<file path="config.mk">
export PLATFORM = sky130hd
export DESIGN_NAME = spd_eeprom
export DESIGN_NICKNAME = d
export VERILOG_FILES = /design/src/rtl/spd_pkg.sv /design/src/rtl/spd_bus_sync.sv /design/src/rtl/spd_i2c_fsm.sv /design/src/rtl/spd_csum.sv /design/src/rtl/spd_eeprom.sv
export SDC_FILE = /design/constraint.sdc
export NUM_CORES = 2
export LEC_CHECK = 0
export BUFFER_PORTS_ARGS = -buffer_cell sky130_fd_sc_hd__buf_2
export CELL_PAD_IN_SITES_DETAIL_PLACEMENT = 0
export CELL_PAD_IN_SITES_GLOBAL_PLACEMENT = 2
export CORE_MARGIN = 10
export CORE_UTILIZATION = 40
export CTS_CLUSTER_DIAMETER = 30
export DETAILED_ROUTE_END_ITERATION = 8
export MAX_ROUTING_LAYER = met4
export PLACE_DENSITY = 0.79
export REMOVE_ABC_BUFFERS = 1
export SETUP_SLACK_MARGIN = 0.5
export SKIP_LAST_GASP = 1
export SLEW_MARGIN = 20
export SYNTH_ARGS = -nofsm -noshare
export SYNTH_HDL_FRONTEND = slang
export SYNTH_SLANG_ARGS = --single-unit
</file>
<file path="constraint.sdc">
create_clock -name clk -period 5.6 [get_ports clk]
set_clock_uncertainty 0.1 [all_clocks]
set_input_delay 0.84 -clock clk [delete_from_list [all_inputs] [get_ports clk]]
set_output_delay 0.84 -clock clk [all_outputs]
set_load 0.02 [all_outputs]
</file>
<file path="src/rtl/spd_pkg.sv">
package spd_pkg;
  localparam int SPD_BYTE_W = 8;

  typedef enum logic [2:0] {
    ST_IDLE,
    ST_DEV,
    ST_WORD,
    ST_WDATA,
    ST_READ,
    ST_IGNORE
  } spd_state_e;
endpackage

</file>
<file path="src/rtl/spd_bus_sync.sv">
module spd_bus_sync #(
  parameter int STAGES = 2
) (
  input  logic clk,
  input  logic rst_n,
  input  logic scl_in,
  input  logic sda_in,
  output logic scl_rise,
  output logic scl_fall,
  output logic sda_lvl,
  output logic start_ev,
  output logic stop_ev
);
  localparam int LINES = 2;

  logic [LINES-1:0] raw;
  logic [LINES-1:0] lvl;
  logic [LINES-1:0] lvl_q;

  assign raw = {sda_in, scl_in};

  genvar g;
  generate
    for (g = 0; g < LINES; g++) begin : g_line
      logic [STAGES-1:0] sr;
      always_ff @(posedge clk) begin
        if (!rst_n) sr <= '1;
        else        sr <= {sr[STAGES-2:0], raw[g]};
      end
      assign lvl[g] = sr[STAGES-1];
    end
  endgenerate

  always_ff @(posedge clk) begin
    if (!rst_n) lvl_q <= '1;
    else        lvl_q <= lvl;
  end

  assign scl_rise = lvl[0] & ~lvl_q[0];
  assign scl_fall = ~lvl[0] & lvl_q[0];
  assign sda_lvl  = lvl[1];
  assign start_ev = lvl[0] & lvl_q[0] & lvl_q[1] & ~lvl[1];
  assign stop_ev  = lvl[0] & lvl_q[0] & ~lvl_q[1] & lvl[1];
endmodule

</file>
<file path="src/rtl/spd_i2c_fsm.sv">
module spd_i2c_fsm
  import spd_pkg::*;
#(
  parameter int ADDR_W = 8
) (
  input  logic                  clk,
  input  logic                  rst_n,
  input  logic                  scl_rise,
  input  logic                  scl_fall,
  input  logic                  sda_lvl,
  input  logic                  start_ev,
  input  logic                  stop_ev,
  input  logic [6:0]            dev_addr,
  input  logic [SPD_BYTE_W-1:0] rd_data,
  output logic [ADDR_W-1:0]     ptr,
  output logic                  wr_req,
  output logic [SPD_BYTE_W-1:0] wr_data,
  output logic                  bus_idle,
  output logic                  sda_oe
);
  localparam logic [3:0] LAST_BIT = 4'd7;
  localparam logic [3:0] ACK_BIT  = 4'd8;

  spd_state_e            state, nxt;
  logic [3:0]            bitcnt;
  logic                  in_ack, ack_pend, wrote_one, mack;
  logic [SPD_BYTE_W-1:0] shreg, txsh, rx_byte;
  logic                  rx_state, byte_done;

  assign rx_byte   = {shreg[SPD_BYTE_W-2:0], sda_lvl};
  assign rx_state  = (state == ST_DEV) || (state == ST_WORD) || (state == ST_WDATA);
  assign byte_done = scl_rise && !in_ack && (bitcnt == LAST_BIT) && !start_ev && !stop_ev;
  assign wr_req    = (state == ST_WDATA) && byte_done && !wrote_one;
  assign wr_data   = rx_byte;
  assign bus_idle  = (state == ST_IDLE);

  always_ff @(posedge clk) begin
    if (!rst_n) begin
      state     <= ST_IDLE;
      nxt       <= ST_IDLE;
      bitcnt    <= '0;
      in_ack    <= 1'b0;
      ack_pend  <= 1'b0;
      wrote_one <= 1'b0;
      mack      <= 1'b0;
      shreg     <= '0;
      txsh      <= '0;
      ptr       <= '0;
      sda_oe    <= 1'b0;
    end else if (start_ev) begin
      state     <= ST_DEV;
      bitcnt    <= '0;
      in_ack    <= 1'b0;
      wrote_one <= 1'b0;
      sda_oe    <= 1'b0;
    end else if (stop_ev) begin
      state  <= ST_IDLE;
      in_ack <= 1'b0;
      sda_oe <= 1'b0;
    end else if (rx_state) begin
      if (scl_rise && !in_ack && bitcnt < ACK_BIT) begin
        shreg  <= rx_byte;
        bitcnt <= bitcnt + 4'd1;
        if (bitcnt == LAST_BIT) begin
          unique case (state)
            ST_DEV: begin
              ack_pend <= (rx_byte[7:1] == dev_addr);
              if (rx_byte[7:1] != dev_addr) nxt <= ST_IGNORE;
              else if (rx_byte[0])          nxt <= ST_READ;
              else                          nxt <= ST_WORD;
            end
            ST_WORD: begin
              ptr      <= rx_byte[ADDR_W-1:0];
              ack_pend <= 1'b1;
              nxt      <= ST_WDATA;
            end
            default: begin
              if (!wrote_one) begin
                ptr       <= ptr + 1'b1;
                wrote_one <= 1'b1;
                ack_pend  <= 1'b1;
                nxt       <= ST_WDATA;
              end else begin
                ack_pend <= 1'b0;
                nxt      <= ST_IGNORE;
              end
            end
          endcase
        end
      end else if (scl_fall && !in_ack && bitcnt == ACK_BIT) begin
        sda_oe <= ack_pend;
        in_ack <= 1'b1;
      end else if (scl_fall && in_ack) begin
        in_ack <= 1'b0;
        bitcnt <= '0;
        state  <= nxt;
        if (nxt == ST_READ) begin
          txsh   <= rd_data;
          sda_oe <= ~rd_data[SPD_BYTE_W-1];
        end else begin
          sda_oe <= 1'b0;
        end
      end
    end else if (state == ST_READ) begin
      if (scl_rise && !in_ack && bitcnt < ACK_BIT) begin
        bitcnt <= bitcnt + 4'd1;
        if (bitcnt == LAST_BIT) ptr <= ptr + 1'b1;
      end else if (scl_rise && in_ack) begin
        mack <= ~sda_lvl;
      end else if (scl_fall && !in_ack && bitcnt == ACK_BIT) begin
        sda_oe <= 1'b0;
        in_ack <= 1'b1;
      end else if (scl_fall && !in_ack && bitcnt != 4'd0) begin
        txsh   <= {txsh[SPD_BYTE_W-2:0], 1'b0};
        sda_oe <= ~txsh[SPD_BYTE_W-2];
      end else if (scl_fall && in_ack) begin
        in_ack <= 1'b0;
        if (mack) begin
          bitcnt <= '0;
          txsh   <= rd_data;
          sda_oe <= ~rd_data[SPD_BYTE_W-1];
        end else begin
          state  <= ST_IGNORE;
          sda_oe <= 1'b0;
        end
      end
    end else begin
      sda_oe <= 1'b0;
    end
  end
endmodule

</file>
<file path="src/rtl/spd_csum.sv">
module spd_csum
  import spd_pkg::*;
#(
  parameter int ADDR_W    = 8,
  parameter int CSUM_LAST = 63
) (
  input  logic                  clk,
  input  logic                  rst_n,
  input  logic                  restart,
  input  logic [SPD_BYTE_W-1:0] rd_data,
  output logic [ADDR_W-1:0]     rd_idx,
  output logic                  ok
);
  localparam logic [ADDR_W-1:0] LAST_IDX = ADDR_W'(CSUM_LAST);

  logic                  busy;
  logic [SPD_BYTE_W-1:0] acc;

  always_ff @(posedge clk) begin
    if (!rst_n || restart) begin
      rd_idx <= '0;
      acc    <= '0;
      busy   <= 1'b1;
      ok     <= 1'b0;
    end else if (busy) begin
      if (rd_idx == LAST_IDX) begin
        ok   <= (acc == rd_data);
        busy <= 1'b0;
      end else begin
        acc    <= acc + rd_data;
        rd_idx <= rd_idx + 1'b1;
      end
    end
  end
endmodule

</file>
<file path="src/rtl/spd_eeprom.sv">
module spd_eeprom
  import spd_pkg::*;
#(
  parameter int         ADDR_W      = 8,
  parameter int         CSUM_LAST   = 63,
  parameter int         SYNC_STAGES = 2,
  parameter logic [3:0] DEV_PREFIX  = 4'b1010
) (
  input  logic              clk,
  input  logic              rst_n,
  input  logic              scl_in,
  input  logic              sda_in,
  output logic              sda_oe,
  input  logic [2:0]        strap,
  input  logic              pl_valid,
  output logic              pl_ready,
  input  logic [ADDR_W-1:0] pl_addr,
  input  logic [7:0]        pl_data,
  input  logic              lock_req,
  output logic              locked,
  output logic              csum_ok
);
  localparam int                DEPTH      = 1 << ADDR_W;
  localparam logic [ADDR_W-1:0] LOCK_BOUND = ADDR_W'(DEPTH / 2);
  localparam logic [ADDR_W-1:0] CSUM_TOP   = ADDR_W'(CSUM_LAST);

  logic [SPD_BYTE_W-1:0] mem [DEPTH];

  logic scl_rise, scl_fall, sda_lvl, start_ev, stop_ev;
  logic [ADDR_W-1:0]     ptr, csum_idx, waddr;
  logic                  fsm_wr, bus_idle, pl_fire, commit;
  logic [SPD_BYTE_W-1:0] fsm_wdata, wdata;

  spd_bus_sync #(.STAGES(SYNC_STAGES)) u_sync (
    .clk      (clk),
    .rst_n    (rst_n),
    .scl_in   (scl_in),
    .sda_in   (sda_in),
    .scl_rise (scl_rise),
    .scl_fall (scl_fall),
    .sda_lvl  (sda_lvl),
    .start_ev (start_ev),
    .stop_ev  (stop_ev)
  );

  spd_i2c_fsm #(.ADDR_W(ADDR_W)) u_fsm (
    .clk      (clk),
    .rst_n    (rst_n),
    .scl_rise (scl_rise),
    .scl_fall (scl_fall),
    .sda_lvl  (sda_lvl),
    .start_ev (start_ev),
    .stop_ev  (stop_ev),
    .dev_addr ({DEV_PREFIX, strap}),
    .rd_data  (mem[ptr]),
    .ptr      (ptr),
    .wr_req   (fsm_wr),
    .wr_data  (fsm_wdata),
    .bus_idle (bus_idle),
    .sda_oe   (sda_oe)
  );

  spd_csum #(.ADDR_W(ADDR_W), .CSUM_LAST(CSUM_LAST)) u_csum (
    .clk     (clk),
    .rst_n   (rst_n),
    .restart (commit && (waddr <= CSUM_TOP)),
    .rd_data (mem[csum_idx]),
    .rd_idx  (csum_idx),
    .ok      (csum_ok)
  );

  assign pl_ready = bus_idle;
  assign pl_fire  = pl_valid && pl_ready;
  assign waddr    = fsm_wr ? ptr : pl_addr;
  assign wdata    = fsm_wr ? fsm_wdata : pl_data;
  assign commit   = (fsm_wr || pl_fire) && !(locked && (waddr < LOCK_BOUND));

  always_ff @(posedge clk) begin
    if (!rst_n)        locked <= 1'b0;
    else if (lock_req) locked <= 1'b1;
  end

  always_ff @(posedge clk) begin
    if (!rst_n) begin
      for (int i = 0; i < DEPTH; i++) mem[i] <= '0;
    end else if (commit) begin
      mem[waddr] <= wdata;
    end
  end
endmodule

</file>
==> impl_metrics.yaml <==
power:
  pwr-share-clk_pct: 55.1
  vdd_ir_drop_max_v: 0.0002800
  switching_share_pct: 23.77
  p_sw_mw: 11.30
  p_int_mw: 36.23
  combPwrFrac_pct: 6.7
  total_power_mw: 47.53
  p_leak_nw: 44.71
  p_per_area_mw_per_mm2: 366.4
  seqPwrFrac_pct: 38.1
clock_tree:
  cts_root_buffer: "clkbuf_16"
  cts_made_buffers: 438
  cts.htree.levels: 5
  cts_tree: "yes"
  clock_path_buffers: 4
  clock_sinks: 2126
  clkTransAtPathRegs_ps: 50
  insertion_delay_ps: 950
critical_path:
  reg2reg_to: "u_csum.acc[7]"
  path_cells: "buf_12 -> buf_16 -> buf_8 -> mux4_2 -> mux4_2 -> mux4_2 -> mux4_2 -> ha_2 -> a21o_1 -> a21oi_2 -> o21bai_1 -> a21oi_2 -> o21ai_2 -> and3_1 -> or4_1 -> a21oi_1"
  cp_max_fo: 6
  cp.required_ps: 6310
  cp-end-kind: "register"
  crit_top_cell: "mux4_2"
  cp_slowest_stage_delay_ps: 650
  cp_slowest_cell: "mux4_2"
  arrival_ps: 5860
  rr_worst_depth: 16
  rrSetupSlack_ps: 450
  path_class: "reg -> reg"
  path_delay_family: "multiplexers"
  critPathLaunchType: "register"
  critPathBufInv: 3
placement:
  io_buffers: 28
  dp_hpwl_um: 250400
  dpl_cell_area_mm2: 0.1141
  globalplace.congestion: 0.9347
sta:
  relSlewSlack_pct: 14.60
  post-route-min-period_ps: 5148
  hold_ws_ps: 54.25
  hold_violations: 0
  slew_viol_final: 0
  rsz0062_at_grt: "true"
  setup_viol: 0
  fmax_mhz: 194.2
  layout_worst_path_cycle_share_pct: 91.93
  worst_pin_slew_ps: 1245
  tns_ps: 0
synth:
  syn-mean-instance-area_um2: 15.11
  synth_warnings: 0
  synth_edf_count: 2048
  ys.flop_type: "edfxtp_1"
  yosys.area.top_type_share_pct: 56.71
  synth.most_common_cell: "nor2_1"
  synthTopCellsByCount: "nor2_1, edfxtp_1, mux4_2"
  synth_area_leaders: "edfxtp_1, mux4_2, nor2_1, nand2_1, clkbuf_1"
  synth_area_mm2: 0.1084
  async_reset_ff_share_pct: 0
  yosys.area.top_type: "edfxtp_1"
  synth_cell_types: 68
  synth_seq_cells: 2126
  synth.yosys.seq_area_share_pct: 58.15
  synthCells: 7175
die:
  dieArea_mm2: 0.2923
  start_util_pct: 40.12
  io_pins: 29
  die_w_um: 540.7
  core_region_area_mm2: 0.2703
  rows: 191
  chipHeight_um: 540.7
layout:
  drive_above_1_share_pct: 32.12
  syn_to_final_growth_pct: 19.64
  fin_area_mm2: 0.1297
  fin_nets: 7396
run:
  cap_violations: 0
global_route:
  grt_use_total_pct: 25.17
  grt_max_degree: 129
  grt_pass1_wl_um: 523400
  grt_pass1_vias: 69970
  grt_overflow: 0
  antenna_found_initial: 32
routing:
  routedWlPerCell_um: 32.32
  wl_um: 366000
  drc: 0
  viasPerCell: 6.287
  dr.pass1.iters: 8
  drt_iter0_drc: 10450
  ant_nets: 0
  vias: 71180
min_path:
  min-delay-start: "lock_req"
  hold_path_class: "in -> reg"
  min_to: "locked"
  hold_depth: 2
run_status:
  status: "finished clean"
## worst reg2reg max path: stages, from the launching register on
cell      delay (ps)
dfxtp_4          360
buf_12           170
buf_16           220
buf_8            170
mux4_2           510
mux4_2           600
mux4_2           660
mux4_2           510
ha_2             210
a21o_1           200
a21oi_2          160
o21bai_1         120
a21oi_2          210
o21ai_2           90
and3_1           190
or4_1            410
a21oi_1          140
## through the flow
step | utilization, % | std cells | setup WS, ps
after floorplan | - | 6557 | -19200
after global placement | 42.20 | 10460 | 87.64
after detailed placement | 42.20 | 10460 | 268.9
after CTS | 47.89 | 11300 | 500.7
after global routing | 47.99 | 11320 | 444.0
final | 48.00 | 11320 | 451.9
## how the worst max path moves through the flow
stage	startpoint	endpoint	slack, ps	cells past startpoint
2_1_floorplan	register	u_csum.acc[7]	-19200	8
6_report	register	u_csum.acc[7]	450	16
5_1_grt	register	u_csum.acc[7]	440	16
3_3_place_gp	register	u_csum.acc[7]	90	15
4_1_cts	register	u_csum.acc[6]	500	16
3_5_place_dp	register	u_csum.acc[7]	270	15
## metal layers
metal | share of wire, % | track usage [%] | vias to the layer above | wire [um]
met5 | 0 | - | - | 0
met4 | 4.5 | 9.702 | 0 | 16460
met3 | 12 | 5.746 | 715 | 42400
met2 | 46 | 37.25 | 4766 | 167500
met1 | 38 | 34.03 | 37320 | 139600
li1 | - | - | 28370 | -
## power by group through the flow
stage               Combinational [mW]  Sequential, mW  Clock (mW)
global route                      3.30            18.1        27.2
detailed placement                3.04            18.4           0
global placement                  3.01            18.4           0
floorplan                         2.54            18.5           0
CTS                               3.13            18.1        26.4
finish                            3.20            18.1        26.2
## cell usage in the layout (no fill, tap or decap), drive strengths merged, types with 8 or more instances in the layout
cell      count
a21oi        53
a22oi        26
a31oi        18
and2          8
buf         354
bufinv       56
clkbuf      480
clkinv      157
clkinvlp     73
dfxtp        78
diode        19
edfxtp     2048
ha           11
inv          70
mux2          9
mux2i        44
mux4       1322
nand2       572
nand2b       11
nand3        25
nor2       2135
nor2b        19
nor3         17
nor3b         9
o21ai        29
xor2          8
## kinds of logic after synthesis
kind of cell             count (synthesis)  synth area share (%)
AND/OR/NAND/NOR                       2836                 10.13
flip-flops                            2126                 58.15
multiplexers                          1375                 27.97
buffers and inverters                  637                 2.455
AO/OA/AOI/OAI                          174                 1.027
XOR/XNOR                                15                0.1212
adder cells (fa/ha/maj)                 12                0.1454
## registers in the layout (all words and copies together) (netlist names), named ones only
name and cells:
locked 1, mem 2048, u_csum.acc 8, u_csum.busy 1
u_csum.ok 1, u_csum.rd_idx 8, u_fsm.ack_pend 1, u_fsm.bitcnt 4
u_fsm.in_ack 1, u_fsm.mack 1, u_fsm.nxt 3, u_fsm.ptr 8
u_fsm.sda_oe 1, u_fsm.shreg 7, u_fsm.state 3, u_fsm.txsh 7
u_fsm.wrote_one 1, u_sync.g_line.sr 4, u_sync.lvl_q 2
## what timing repair did
| action | CTS | global route |
|---|---|---|
| gates cloned | 5 | 3 |
| resized for setup | 26 | 26 |
| setup buffers | 15 | 3 |
| hold buffers | 2 | 0 |
| pin swaps | 2 | 4 |
| hold endpoints to repair | 2 | 0 |
| endpoints found under the setup margin | 3 | 11 |
## final cells by class
| cell class | count | area, um2 |
|---|---|---|
| Clock buffer | 477 | 11180 |
| Tap cell | 3570 | 4467 |
| Antenna cell | 19 | 47.55 |
| Clock inverter | 337 | 3775 |
| Multi-Input combinational cell | 4412 | 43020 |
| Inverter | 19 | 71.32 |
| Fill cell | 22620 | 140600 |
| Sequential cell | 2126 | 63100 |
| Timing Repair Buffer | 362 | 4068 |
Power figures use the tool's default switching activity.
